$ cat src/rtl/psc_pkg.sv
`timescale 1ns/1ps
package psc_pkg;
    localparam int TILE_ROWS = 6;
    localparam int KROWS     = 3;
    localparam int NUM_PSUM  = TILE_ROWS * KROWS;
    localparam int NUM_LANES = 6;

    typedef enum logic [1:0] {
        ST_IDLE       = 2'd0,
        ST_FIRST_BAND = 2'd1,
        ST_LATER_BAND = 2'd2
    } band_state_e;

    function automatic int pidx(int row, int krow);
        return row * KROWS + krow;
    endfunction
endpackage

$ cat src/rtl/psc_sequencer.sv
`timescale 1ns/1ps
module psc_sequencer #(
    parameter int ADDR_W = 4
) (
    input  logic                      clk,
    input  logic                      rst_n,
    input  logic                      start,
    input  logic [ADDR_W-1:0]         cfg_len,
    input  logic                      cfg_stride2,
    input  logic                      in_valid,
    output psc_pkg::band_state_e      state,
    output logic [ADDR_W-1:0]         col,
    output logic                      stride2_q,
    output logic                      accept
);
    import psc_pkg::*;

    band_state_e       state_n;
    logic [ADDR_W-1:0] len_q;
    logic              at_end;

    always_comb begin
        accept = in_valid && !start && (state != ST_IDLE);
        at_end = (col == len_q);
    end

    always_comb begin
        state_n = state;
        unique case (state)
            ST_IDLE:       if (start) state_n = ST_FIRST_BAND;
            ST_FIRST_BAND: begin
                if (start)                state_n = ST_FIRST_BAND;
                else if (accept && at_end) state_n = ST_LATER_BAND;
            end
            ST_LATER_BAND: if (start) state_n = ST_FIRST_BAND;
            default:       state_n = ST_IDLE;
        endcase
    end

    always_ff @(posedge clk) begin
        if (!rst_n) state <= ST_IDLE;
        else        state <= state_n;
    end

    always_ff @(posedge clk) begin
        if (!rst_n) begin
            col       <= '0;
            len_q     <= '0;
            stride2_q <= 1'b0;
        end else if (start) begin
            col       <= '0;
            len_q     <= cfg_len;
            stride2_q <= cfg_stride2;
        end else if (accept) begin
            col <= at_end ? '0 : col + 1'b1;
        end
    end

    assert_col_range_R5: assert property (@(posedge clk) disable iff (!rst_n)
        col <= len_q);

    assert_band_advance_R5: assert property (@(posedge clk) disable iff (!rst_n)
        $rose(state == ST_LATER_BAND) |-> $past(accept && at_end));

    assert_hold_when_idle_R7: assert property (@(posedge clk) disable iff (!rst_n)
        (!accept && !start) |=> $stable(col));

    assert_cfg_frozen_R8: assert property (@(posedge clk) disable iff (!rst_n)
        !start |=> ($stable(len_q) && $stable(stride2_q)));
endmodule

$ cat src/rtl/psc_delay_line.sv
`timescale 1ns/1ps
module psc_delay_line #(
    parameter int WIDTH  = 40,
    parameter int ADDR_W = 4
) (
    input  logic              clk,
    input  logic              we,
    input  logic [ADDR_W-1:0] addr,
    input  logic [WIDTH-1:0]  wdata,
    output logic [WIDTH-1:0]  rdata
);
    localparam int DEPTH = 1 << ADDR_W;

    logic [WIDTH-1:0] mem [DEPTH];

    always_comb rdata = mem[addr];

    always_ff @(posedge clk) begin
        if (we) mem[addr] <= wdata;
    end
endmodule

$ cat src/rtl/psc_combine.sv
`timescale 1ns/1ps
module psc_combine #(
    parameter int IN_W  = 16,
    parameter int ACC_W = 20
) (
    input  logic [psc_pkg::NUM_PSUM*IN_W-1:0]   psum_flat,
    input  logic                                use_prev,
    input  logic signed [ACC_W-1:0]             prev_b4,
    input  logic signed [ACC_W-1:0]             prev_b5,
    output logic [psc_pkg::NUM_LANES*ACC_W-1:0] lane_flat,
    output logic signed [ACC_W-1:0]             keep_b4,
    output logic signed [ACC_W-1:0]             keep_b5
);
    import psc_pkg::*;

    logic signed [ACC_W-1:0] ext [NUM_PSUM];
    logic signed [ACC_W-1:0] b4_eff, b5_eff;

    for (genvar n = 0; n < NUM_PSUM; n++) begin : g_ext
        assign ext[n] = {{(ACC_W-IN_W){psum_flat[n*IN_W+IN_W-1]}}, psum_flat[n*IN_W +: IN_W]};
    end

    for (genvar i = 0; i < NUM_LANES - 2; i++) begin : g_inner
        assign lane_flat[(i+2)*ACC_W +: ACC_W] =
            ext[pidx(i, 0)] + ext[pidx(i+1, 1)] + ext[pidx(i+2, 2)];
    end

    always_comb begin
        b4_eff  = use_prev ? prev_b4 : '0;
        b5_eff  = use_prev ? prev_b5 : '0;
        lane_flat[0 +: ACC_W]     = b4_eff + ext[pidx(0, 2)];
        lane_flat[ACC_W +: ACC_W] = b5_eff + ext[pidx(0, 1)] + ext[pidx(1, 2)];
        keep_b4 = ext[pidx(4, 0)] + ext[pidx(5, 1)];
        keep_b5 = ext[pidx(5, 0)];
    end
endmodule

$ cat src/rtl/psum_combiner.sv
`timescale 1ns/1ps
module psum_combiner #(
    parameter int IN_W   = 16,
    parameter int ACC_W  = 20,
    parameter int ADDR_W = 4
) (
    input  logic                                clk,
    input  logic                                rst_n,
    input  logic                                start,
    input  logic [ADDR_W-1:0]                   cfg_len,
    input  logic                                cfg_stride2,
    input  logic                                in_valid,
    input  logic [psc_pkg::NUM_PSUM*IN_W-1:0]   in_psum,
    output logic [psc_pkg::NUM_LANES-1:0]       out_valid,
    output logic [psc_pkg::NUM_LANES*ACC_W-1:0] out_sum
);
    import psc_pkg::*;

    band_state_e                 state;
    logic [ADDR_W-1:0]           col;
    logic                        stride2_q;
    logic                        accept;
    logic                        later;
    logic [2*ACC_W-1:0]          dl_rdata;
    logic [NUM_LANES*ACC_W-1:0]  lane_flat;
    logic signed [ACC_W-1:0]     keep_b4, keep_b5;
    logic [NUM_LANES-1:0]        mask_n;

    psc_sequencer #(.ADDR_W(ADDR_W)) u_seq (
        .clk(clk), .rst_n(rst_n), .start(start), .cfg_len(cfg_len),
        .cfg_stride2(cfg_stride2), .in_valid(in_valid), .state(state),
        .col(col), .stride2_q(stride2_q), .accept(accept)
    );

    psc_delay_line #(.WIDTH(2*ACC_W), .ADDR_W(ADDR_W)) u_dly (
        .clk(clk), .we(accept), .addr(col),
        .wdata({keep_b5, keep_b4}), .rdata(dl_rdata)
    );

    psc_combine #(.IN_W(IN_W), .ACC_W(ACC_W)) u_cmb (
        .psum_flat(in_psum), .use_prev(later),
        .prev_b4(dl_rdata[ACC_W-1:0]), .prev_b5(dl_rdata[2*ACC_W-1:ACC_W]),
        .lane_flat(lane_flat), .keep_b4(keep_b4), .keep_b5(keep_b5)
    );

    always_comb begin
        later  = (state == ST_LATER_BAND);
        mask_n = stride2_q ? 6'b010100 : 6'b111100;
        if (later) mask_n = mask_n | (stride2_q ? 6'b000001 : 6'b000011);
        if (!accept) mask_n = '0;
    end

    always_ff @(posedge clk) begin
        if (!rst_n) begin
            out_valid <= '0;
            out_sum   <= '0;
        end else begin
            out_valid <= mask_n;
            for (int l = 0; l < NUM_LANES; l++)
                out_sum[l*ACC_W +: ACC_W] <= mask_n[l] ? lane_flat[l*ACC_W +: ACC_W] : '0;
        end
    end

    assert_out_follows_accept_R7: assert property (@(posedge clk) disable iff (!rst_n)
        (out_valid != '0) |-> $past(accept));

    assert_boundary_gate_R3: assert property (@(posedge clk) disable iff (!rst_n)
        out_valid[0] |-> $past(state == ST_LATER_BAND));

    assert_stride2_lanes_R6: assert property (@(posedge clk) disable iff (!rst_n)
        $past(stride2_q) |-> (out_valid[1] == 1'b0 && out_valid[3] == 1'b0 && out_valid[5] == 1'b0));

    for (genvar l = 0; l < NUM_LANES; l++) begin : g_zero_chk
        assert_idle_lane_zero_R11: assert property (@(posedge clk) disable iff (!rst_n)
            !out_valid[l] |-> (out_sum[l*ACC_W +: ACC_W] == '0));
    end
endmodule

$ cat config.mk
export PLATFORM = sky130hd
export DESIGN_NAME = psum_combiner
export DESIGN_NICKNAME = d
export VERILOG_FILES = /design/src/rtl/psc_pkg.sv /design/src/rtl/psc_sequencer.sv /design/src/rtl/psc_delay_line.sv /design/src/rtl/psc_combine.sv /design/src/rtl/psum_combiner.sv
export SDC_FILE = /design/constraint.sdc
export NUM_CORES = 1
export LEC_CHECK = 0
export ABC_AREA = 1
export BUFFER_PORTS_ARGS = -buffer_cell sky130_fd_sc_hd__buf_2
export CAP_MARGIN = 5
export CORE_MARGIN = 3
export CORE_UTILIZATION = 30
export DETAILED_ROUTE_END_ITERATION = 16
export PLACE_DENSITY_LB_ADDON = 0.15
export SYNTH_ARGS = -nofsm -noshare
export SYNTH_HDL_FRONTEND = slang
export SYNTH_HIERARCHICAL = 1
export SYNTH_SLANG_ARGS = --single-unit
$ cat constraint.sdc
create_clock -name clk -period 6.2 [get_ports clk]
set_clock_uncertainty 0.1 [all_clocks]
set_input_delay 1.24 -clock clk [delete_from_list [all_inputs] [get_ports clk]]
set_output_delay 1.24 -clock clk [all_outputs]
set_load 0.03 [all_outputs]
# Word-level counts from Yosys, hierarchy flattened
# Memories as Yosys holds them, arrays and structs flattened. A register that Yosys moved wholly into a read port is not among the register bits.
# Index checks and enable logic that the tools add are counted.
# op_classes
shift,0
n_lt_le_gt_ge,0
n_bitwise,2
n_reduce_logical,15
eq_ne,5
div,0
mux,15
add_sub_neg,13
n_mul,0
# op_table
operator,n
16-bit by 16-bit adder with 17-bit output,5
17-bit by 16-bit adder with 18-bit output,4
20-bit by 16-bit adder with 20-bit output,3
20-bit 2-to-1 mux,2
6-bit 2-to-1 mux,3
2-bit AND reduction,7
4-bit 2-to-1 mux,3
2-bit 2-to-1 mux,4
6-bit by 2-bit OR with 6-bit output,1
"4-bit by 1-bit adder with 4-bit output, second input constant",1
4-bit equality test,1
2-bit one-hot mux with 2 select lines,1
2-bit OR reduction,2
1-bit logical AND,3
"3-bit by 2-bit != test with 1-bit output, second input constant",1
"2-bit by 1-bit equality test with 1-bit output, second input constant",1
"2-bit equality test, second input constant",1
2-bit logical NOT,1
1-bit 2-to-1 mux,2
"2-bit by 1-bit != test with 1-bit output, second input constant",1
2-bit nonzero test,1
1-bit logical NOT,1
1-bit NOT,1
# word_totals
reg_bits,137
mem_bits_rw,640
n_memories,1
output_inout_bits,126
wordCells,62
input_bits,297
rom_bits,0
latchBits,0
# mem_list
memory,words,width,rd,rd_ports_with_merged_regs,write_ports,line,rtl
u_dly.mem,16,40,1,1,1,psc_delay_line.sv:14,logic [WIDTH-1:0] mem [DEPTH];

# Logic depth before layout (Yosys ltp)
# Gate-level depths: netlist of the first run.
# logic_depth
ltp_word,7
depth_mapped,29
depth_no_buf,26

# Modules after synthesis
# The synthesis of the first run kept the hierarchy.
# by_module_without_submodules
module,cells_per_inst,area_each_um2,seq_area_each_um2,instances
psc_delay_line,2593,26902.1,19218.4,1
psc_combine,1472,9004.9,0.0,1
psum_combiner,389,3560.9,2482.4,1
psc_sequencer,73,541.8,220.2,1

# Worst setup path before layout of the first run
# Ideal clock, no wire load.
# synth_path
kind,input -> register
startpoint,input start
endpoint,"memory u_dly.mem[3][0], enable pin"
path_slack_ns,2.230
arrival_ns,3.433
cell_stages,5
path_buffers,0
required_ns,5.663
setup_time_ns,0.437
cell_sequence,inv_2 > nand2_4 > nor2_8 > nand3_1 > nor2_1
# synth_via
elab_chain_len,5
# synth_rtl
item,line,rtl
start: declaration,psum_combiner.sv:9,"input logic start,"
1-bit logical NOT,psc_sequencer.sv:23,accept = in_valid && !start && (state != ST_IDLE);
1-bit logical AND (2 in series),psc_sequencer.sv:23,
named net accept,psum_combiner.sv:22,logic accept;
1-bit 2-to-1 mux,psc_delay_line.sv:19,if (we) mem[addr] <= wdata;
1-bit 2-to-1 mux (implied by the code),psc_delay_line.sv:19,
end: declaration,psc_delay_line.sv:14,
# The timed path passes the listed nets, and every way through them passes these cells.

==> reports/summary.txt, run 1 <==
routed via count: 29.60k
post-synthesis sequential area ratio: 54.79%
Area Overhead vs Synth: 17.04%
Resized Gates After CTS: 0
Tot GR Track Use: 16.64%
R2R Setup Slk: 1.87 ns
DP Cell Count: 6582
Core Util, Final: 35.48%
Mapped Nets: 5033
hold depth: 2
max-capacitance violation count: 0
final hold vios: 0
CP required: 6.69 ns
RePlAce Congestion: 0.8403
Yosys Warn Count: 6
cell family with most CP delay: simple AND/OR/NAND/NOR gates
clk_lat worst skew: 0.68 ns
initial core utilization: 30.32%
Clk pwr share: 41.8%
Yosys cell types: 37
critical path, cell by cell: nand2_1, inv_2, buf_4, nand2_1, nand2_1, inv_1, nand2_1, nand2_1, inv_1, fa_1, ha_1, nand2_1, nor2_1, nand3_1, nand3_2, nand2_1, nand2_1, nand2_1, nand2_1, inv_1, nor2_1
Core Footprint: 0.1320 mm²
full die area: 0.1378 mm²
Peak VDD IR: 0.1848 mV
Pint: 9.539 mW
Comb pwr share: 14.0%
Via density: 4.384
Worst Tran Pin Value: 1.247 ns
NetSw: 3.466 mW
num ports: 423
Final Critical Period: 4.330 ns
clk root buf: clkbuf_16
max incr delay on CP: 0.55 ns
R2R cell count: 21
Net Sw Frac: 26.65%
initial antenna violation count: 8
Max Clk Rate: 231.0 MHz
Final Cycle Share: 69.83%
Yosys reg bits: 775
HP Class: reg -> reg
Die H: 371.2 µm
unrepaired setup endpoints after global routing: false
Worst Setup Start Kind: register
initial DRC count: 1863
Residual DRC: 0
Worst R2R End: out_sum[34]$_SDFF_PN0_
outcome: finished, final reports clean
drt wl/cell: 17.30 µm
Layout fillers: 13.60k
Nets: 5425
Final Setup Violations: 0
layout cell share with drive strength beyond 1: 14.00%
PortBufs: 422
hold path startpoint: u_seq/len_q[0]$_SDFFE_PN0P_
commonest non-fill, non-tap cell in the layout: nand2_1
Reg-to-Reg Start: u_seq/col[3]$_SDFFE_PP0N_
CTS tree: done
hold_buf cts: 0
Mapped Area: 0.04001 mm²
P per Cell Area: 277.7 mW/mm²
WL final: 116800 µm
die width: 371.2 µm
Crit path top cell by count: nand2_1
global route total overflow: 0
setup tns final: 0 ns
number of setup buffers added after CTS: 0
placed inst area: 0.04380 mm²
Worst Setup End Kind: register
Seq pwr share: 44.3%
vias in the first global route: 29.06k
CTS Buf Count: 90
synthesized instance count: 4527
most frequent cells in the layout: nand2_1, edfxtp_1, inv_1, buf_2, nor2_1
Worst-path clk slew: 0.06 ns
H-Tree Depth: 3
first-pass GRT wire length: 175800 µm
First-pass DRT Iterations: 8
crit path max fanout: 31
max_slew headroom: 16.58%
fin cells: 6750
row cnt: 133
Post-DRT Antenna Nets: 0
synthesized area per cell: 8.838 µm²
Worst path slowest cell: buf_4
maximum number of pins on one net before global-route repair: 192
Crit path buffers/inverters: 5
Max Slew Vio Count: 0
Final HPWL DP: 75520 µm
CP Data Arrival Time: 4.82 ns
P_leak: 22.02 nW
Clock Tree Buf Depth: 3
Finished Cell Area: 0.04683 mm²
Sink Count: 775
hold endpoint: u_seq/len_q[0]$_SDFFE_PN0P_
kind of critical path: reg -> reg
[power by group through the flow]
stage	clock [mW]	sequential [mW]	combinational (mW)
floorplan	0	5.89	1.25
global placement	0	5.87	1.84
finish	5.43	5.76	1.82
global route	5.81	5.76	2.09
CTS	5.62	5.76	1.85
detailed placement	0	5.87	1.84
[cells by family after synthesis]
kind of cell	after synthesis	synth area share (%)
simple gates	2705	26.33
flops	775	54.79
buf+inv	614	7.093
compound gates	164	2.252
fa+ha+maj	209	8.225
xor+xnor	60	1.313
[per-stage QoR]
step                power [mW]  setup slack [ns]  hold slack (ns)
floorplan                7.142             2.230           0.3433
global placement         7.704             1.855           0.3849
detailed placement       7.706             1.867           0.3713
CTS                      13.22             1.838           0.3816
global route             13.66             1.562           0.4199
finish                   13.01             1.871           0.3818
[worst max path at each step]
stage / from / end / cells after the start
5_1_grt: u_seq/col[3]$_SDFFE_PP0N_ / out_sum[34]$_SDFF_PN0_ / 21
3_5_place_dp: u_seq/col[3]$_SDFFE_PP0N_ / out_sum[34]$_SDFF_PN0_ / 21
4_1_cts: u_seq/col[3]$_SDFFE_PP0N_ / out_sum[34]$_SDFF_PN0_ / 21
6_report: u_seq/col[3]$_SDFFE_PP0N_ / out_sum[34]$_SDFF_PN0_ / 21
3_3_place_gp: u_seq/col[3]$_SDFFE_PP0N_ / out_sum[34]$_SDFF_PN0_ / 21
2_1_floorplan: start / u_dly/mem[3][0]$_DFFE_PP_ / 5
[worst reg2reg max path, cell delays in order (launching register included)]
cell and delay (ns):
dfxtp_1 0.54, nand2_1 0.38, inv_2 0.37, buf_4 0.55
nand2_1 0.12, nand2_1 0.07, inv_1 0.03, nand2_1 0.15
nand2_1 0.09, inv_1 0.11, fa_1 0.45, ha_1 0.37
nand2_1 0.09, nor2_1 0.17, nand3_1 0.13, nand3_2 0.14
nand2_1 0.09, nand2_1 0.06, nand2_1 0.04, nand2_1 0.05
inv_1 0.05, nor2_1 0.10
[routing by layer]
layer | share of wire, % | GRT usage, % | wire length [µm] | up-vias
li1 | - | - | - | 15008
met1 | 46 | 21.99 | 53390 | 13781
met2 | 47 | 28.25 | 54880 | 670
met3 | 5.0 | 2.481 | 5828 | 130
met4 | 2.3 | 4.742 | 2628 | 6
met5 | 0.029 | 0 | 34 | -
[cell type report]
type | count | area, µm² | area share [%]
flip-flops and latches | 775 | 21930 | 46.83
multi-input cells | 3138 | 15390 | 32.87
repair buffers | 471 | 2605 | 5.563
clock buffers | 115 | 2469 | 5.272
well taps | 1755 | 2196 | 4.689
inverters | 443 | 1675 | 3.578
clock inverters | 51 | 554.3 | 1.184
diodes | 2 | 5.005 | 0.01069
[cell usage after synthesis, drive strengths merged]
master / number / share of area (%)
xnor2: 11 / 0.24
nor3: 19 / 0.25
edfxtp: 640 / 48
a21o: 4 / 0.075
nand2: 2260 / 21
dfxtp: 135 / 6.8
a21oi: 107 / 1.5
and2: 11 / 0.18
buf: 144 / 2.7
nor2: 286 / 2.8
nand3: 118 / 1.6
nand3b: 2 / 0.038
inv: 443 / 4.2
nand4: 9 / 0.14
ha: 119 / 3.7
fa: 90 / 4.5
o21bai: 4 / 0.075
o21ai: 49 / 0.62
clkbuf: 27 / 0.25
xor2: 49 / 1.1
[flip-flops by register name, indices dropped and copies added, names as in the netlist]
signal / flops
u_seq/len_q: 4
out_sum: 120
u_seq/col: 4
u_dly/mem: 640
out_valid: 4
u_seq/state: 2
u_seq/stride2_q: 1
Note: power is estimated with default switching activity, not from simulation.
==> inputs of run 2 (changes only) <==
clock period = 4.05 ns   (was 6.2 ns; I/O delays follow)
==> run 2 against run 1 <==
Effect of this change: fmax is 19% higher; global-route usage is 0.30 points higher; highest routed layer unchanged; critical path depth is 1 higher; final area is 0.41% higher; cell count is 0.50% higher; worst setup slack worse by 1.5 ns.
==> reports/summary.txt, run 2 (synthesis gave the netlist of run 1 again) <==
Comb pwr share: 14.3%
kind of critical path: reg -> reg
HP Class: in -> reg
row cnt: 133
Worst path slowest cell: fa_1
Core Footprint: 0.1320 mm²
Residual DRC: 0
Final Cycle Share: 90.13%
max_slew headroom: 21.86%
Layout fillers: 13.61k
global route total overflow: 0
Post-DRT Antenna Nets: 0
Clk pwr share: 40.3%
Top Registers: u_dly/mem: 640 flops, out_sum: 120 flops
Max Slew Vio Count: 0
most frequent cells in the layout: nand2_1, edfxtp_1, inv_1, buf_2, nor2_1
outcome: finished, final reports clean
vias in the first global route: 29.06k
NetSw: 5.253 mW
layout cell share with drive strength beyond 1: 14.25%
pre-CTS setup slack: 0.3543 ns
Setup WS post-layout: 0.3995 ns
max reg flops: 640
RePlAce Congestion: 0.8364
clk_lat worst skew: 0.68 ns
full die area: 0.1378 mm²
Pint: 14.18 mW
Crit path buffers/inverters: 6
unrepaired setup endpoints after global routing: false
Peak VDD IR: 0.2800 mV
first-pass GRT wire length: 178400 µm
CTS Buf Count: 90
CTS tree: done
H-Tree Depth: 3
CP Data Arrival Time: 4.15 ns
initial antenna violation count: 10
Die H: 371.2 µm
clk root buf: clkbuf_16
Final HPWL DP: 76790 µm
critical path, cell by cell: inv_6, buf_4, buf_4, nand2_1, nand2_1, nand2_1, nand2_1, inv_1, nand2_1, nand2_1, inv_1, fa_1, ha_1, nand2_1, nor2_1, and2_1, nand2_1, nand2_1, nand2_1, nand2_1, inv_1, nor2_1
P_leak: 22.11 nW
Via density: 4.394
routed via count: 29.81k
Worst Tran Pin Value: 1.168 ns
P per Cell Area: 413.4 mW/mm²
CP required: 4.55 ns
commonest non-fill, non-tap cell in the layout: nand2_1
Final Setup Violations: 0
First-pass DRT Iterations: 5
Nets: 5456
Sink Count: 775
maximum number of pins on one net before global-route repair: 90
Tot GR Track Use: 16.94%
drt wl/cell: 17.45 µm
Seq pwr share: 45.3%
Worst Setup Start Kind: register
setup tns final: 0 ns
Max Clk Rate: 273.9 MHz
num ports: 423
final hold vios: 0
Worst-path clk slew: 0.06 ns
Worst Setup End Kind: register
PortBufs: 422
Reg with most FFs: u_dly/mem
Clock Tree Buf Depth: 3
cell family with most CP delay: simple AND/OR/NAND/NOR gates
max incr delay on CP: 0.41 ns
Area Overhead vs Synth: 17.52%
die width: 371.2 µm
initial core utilization: 30.32%
crit path max fanout: 32
Net Sw Frac: 27.03%
WL final: 118400 µm
max-capacitance violation count: 0
Crit path top cell by count: nand2_1
Tot Pwr: 19.44 mW
initial DRC count: 1775
Final Critical Period: 3.650 ns
[run 2: changes by cell type in the layout (fill, tap and decap cells not counted), sizes merged]
cell    previous run  this run
clkinv            30        42
clkbuf           115       110
bufinv             8         4
inv              452       449
buf              471       502
diode              2         5
[run 2: final timing paths]
kind	depth (start not counted)	endpoint	startpoint	slack (ns)
worst max-delay path	22	out_sum[39]$_SDFF_PN0_	u_seq/col[1]$_SDFFE_PP0N_	0.40
worst max register to register	22	out_sum[39]$_SDFF_PN0_	u_seq/col[1]$_SDFFE_PP0N_	0.40
worst min register to register	2	u_seq/len_q[0]$_SDFFE_PN0P_	u_seq/len_q[0]$_SDFFE_PN0P_	0.38
worst min-delay path	3	u_seq/stride2_q$_SDFFE_PN0P_	cfg_stride2	0.26
[run 2: timing repair]
item                                    4_1_cts  5_1_grt
setup buffers                                 0        0
endpoints found under the setup margin        0        4
resized for setup                             0        1
hold buffers                                  0        0
[run 2: layout make-up]
type | count | area (µm²) | area share (%)
tap | 1755 | 2196 | 4.670
sequential | 775 | 21930 | 46.64
clock buffer | 110 | 2369 | 5.037
clock inverter | 56 | 452.9 | 0.9633
inverter | 443 | 1675 | 3.563
antenna | 5 | 12.51 | 0.02661
timing repair buffer | 502 | 2992 | 6.363
multi-input combinational | 3138 | 15390 | 32.74
[run 2: metrics by stage]
stage               utilization, %  cells  hold WS (ns)  instance area, µm²
floorplan                        -   4527        0.3433               40010
global placement             33.48   6613        0.3599               44180
detailed placement           33.48   6613        0.3660               44180
CTS                          35.62   6779        0.1870               47000
global route                 35.62   6780        0.2269               47010
finish                       35.63   6784        0.2604               47020
[run 2: power by group through the flow]
stage | registers [mW] | logic [mW] | clock network [mW]
after global routing | 8.81 | 3.20 | 8.43
after detailed placement | 8.98 | 2.82 | 0
final | 8.81 | 2.78 | 7.84
after global placement | 8.98 | 2.82 | 0
after floorplan | 9.01 | 1.92 | 0
after CTS | 8.81 | 2.83 | 8.12
[run 2: per-layer routing]
layer | wire length [µm] | global-route usage, % | share of wire [%]
met4 | 2358 | 4.406 | 2.0
met2 | 55950 | 28.92 | 47
met1 | 54040 | 22.36 | 46
met3 | 5945 | 2.594 | 5.0
met5 | 53 | 0 | 0.045
[run 2: worst reg2reg max path, delay by kind of cell (launching register included)]
kind | cells | cell delay, ns
simple gates | 14 | 1.21
buf+inv | 6 | 1.09
fa+ha+maj | 2 | 0.80
flops | 1 | 0.38
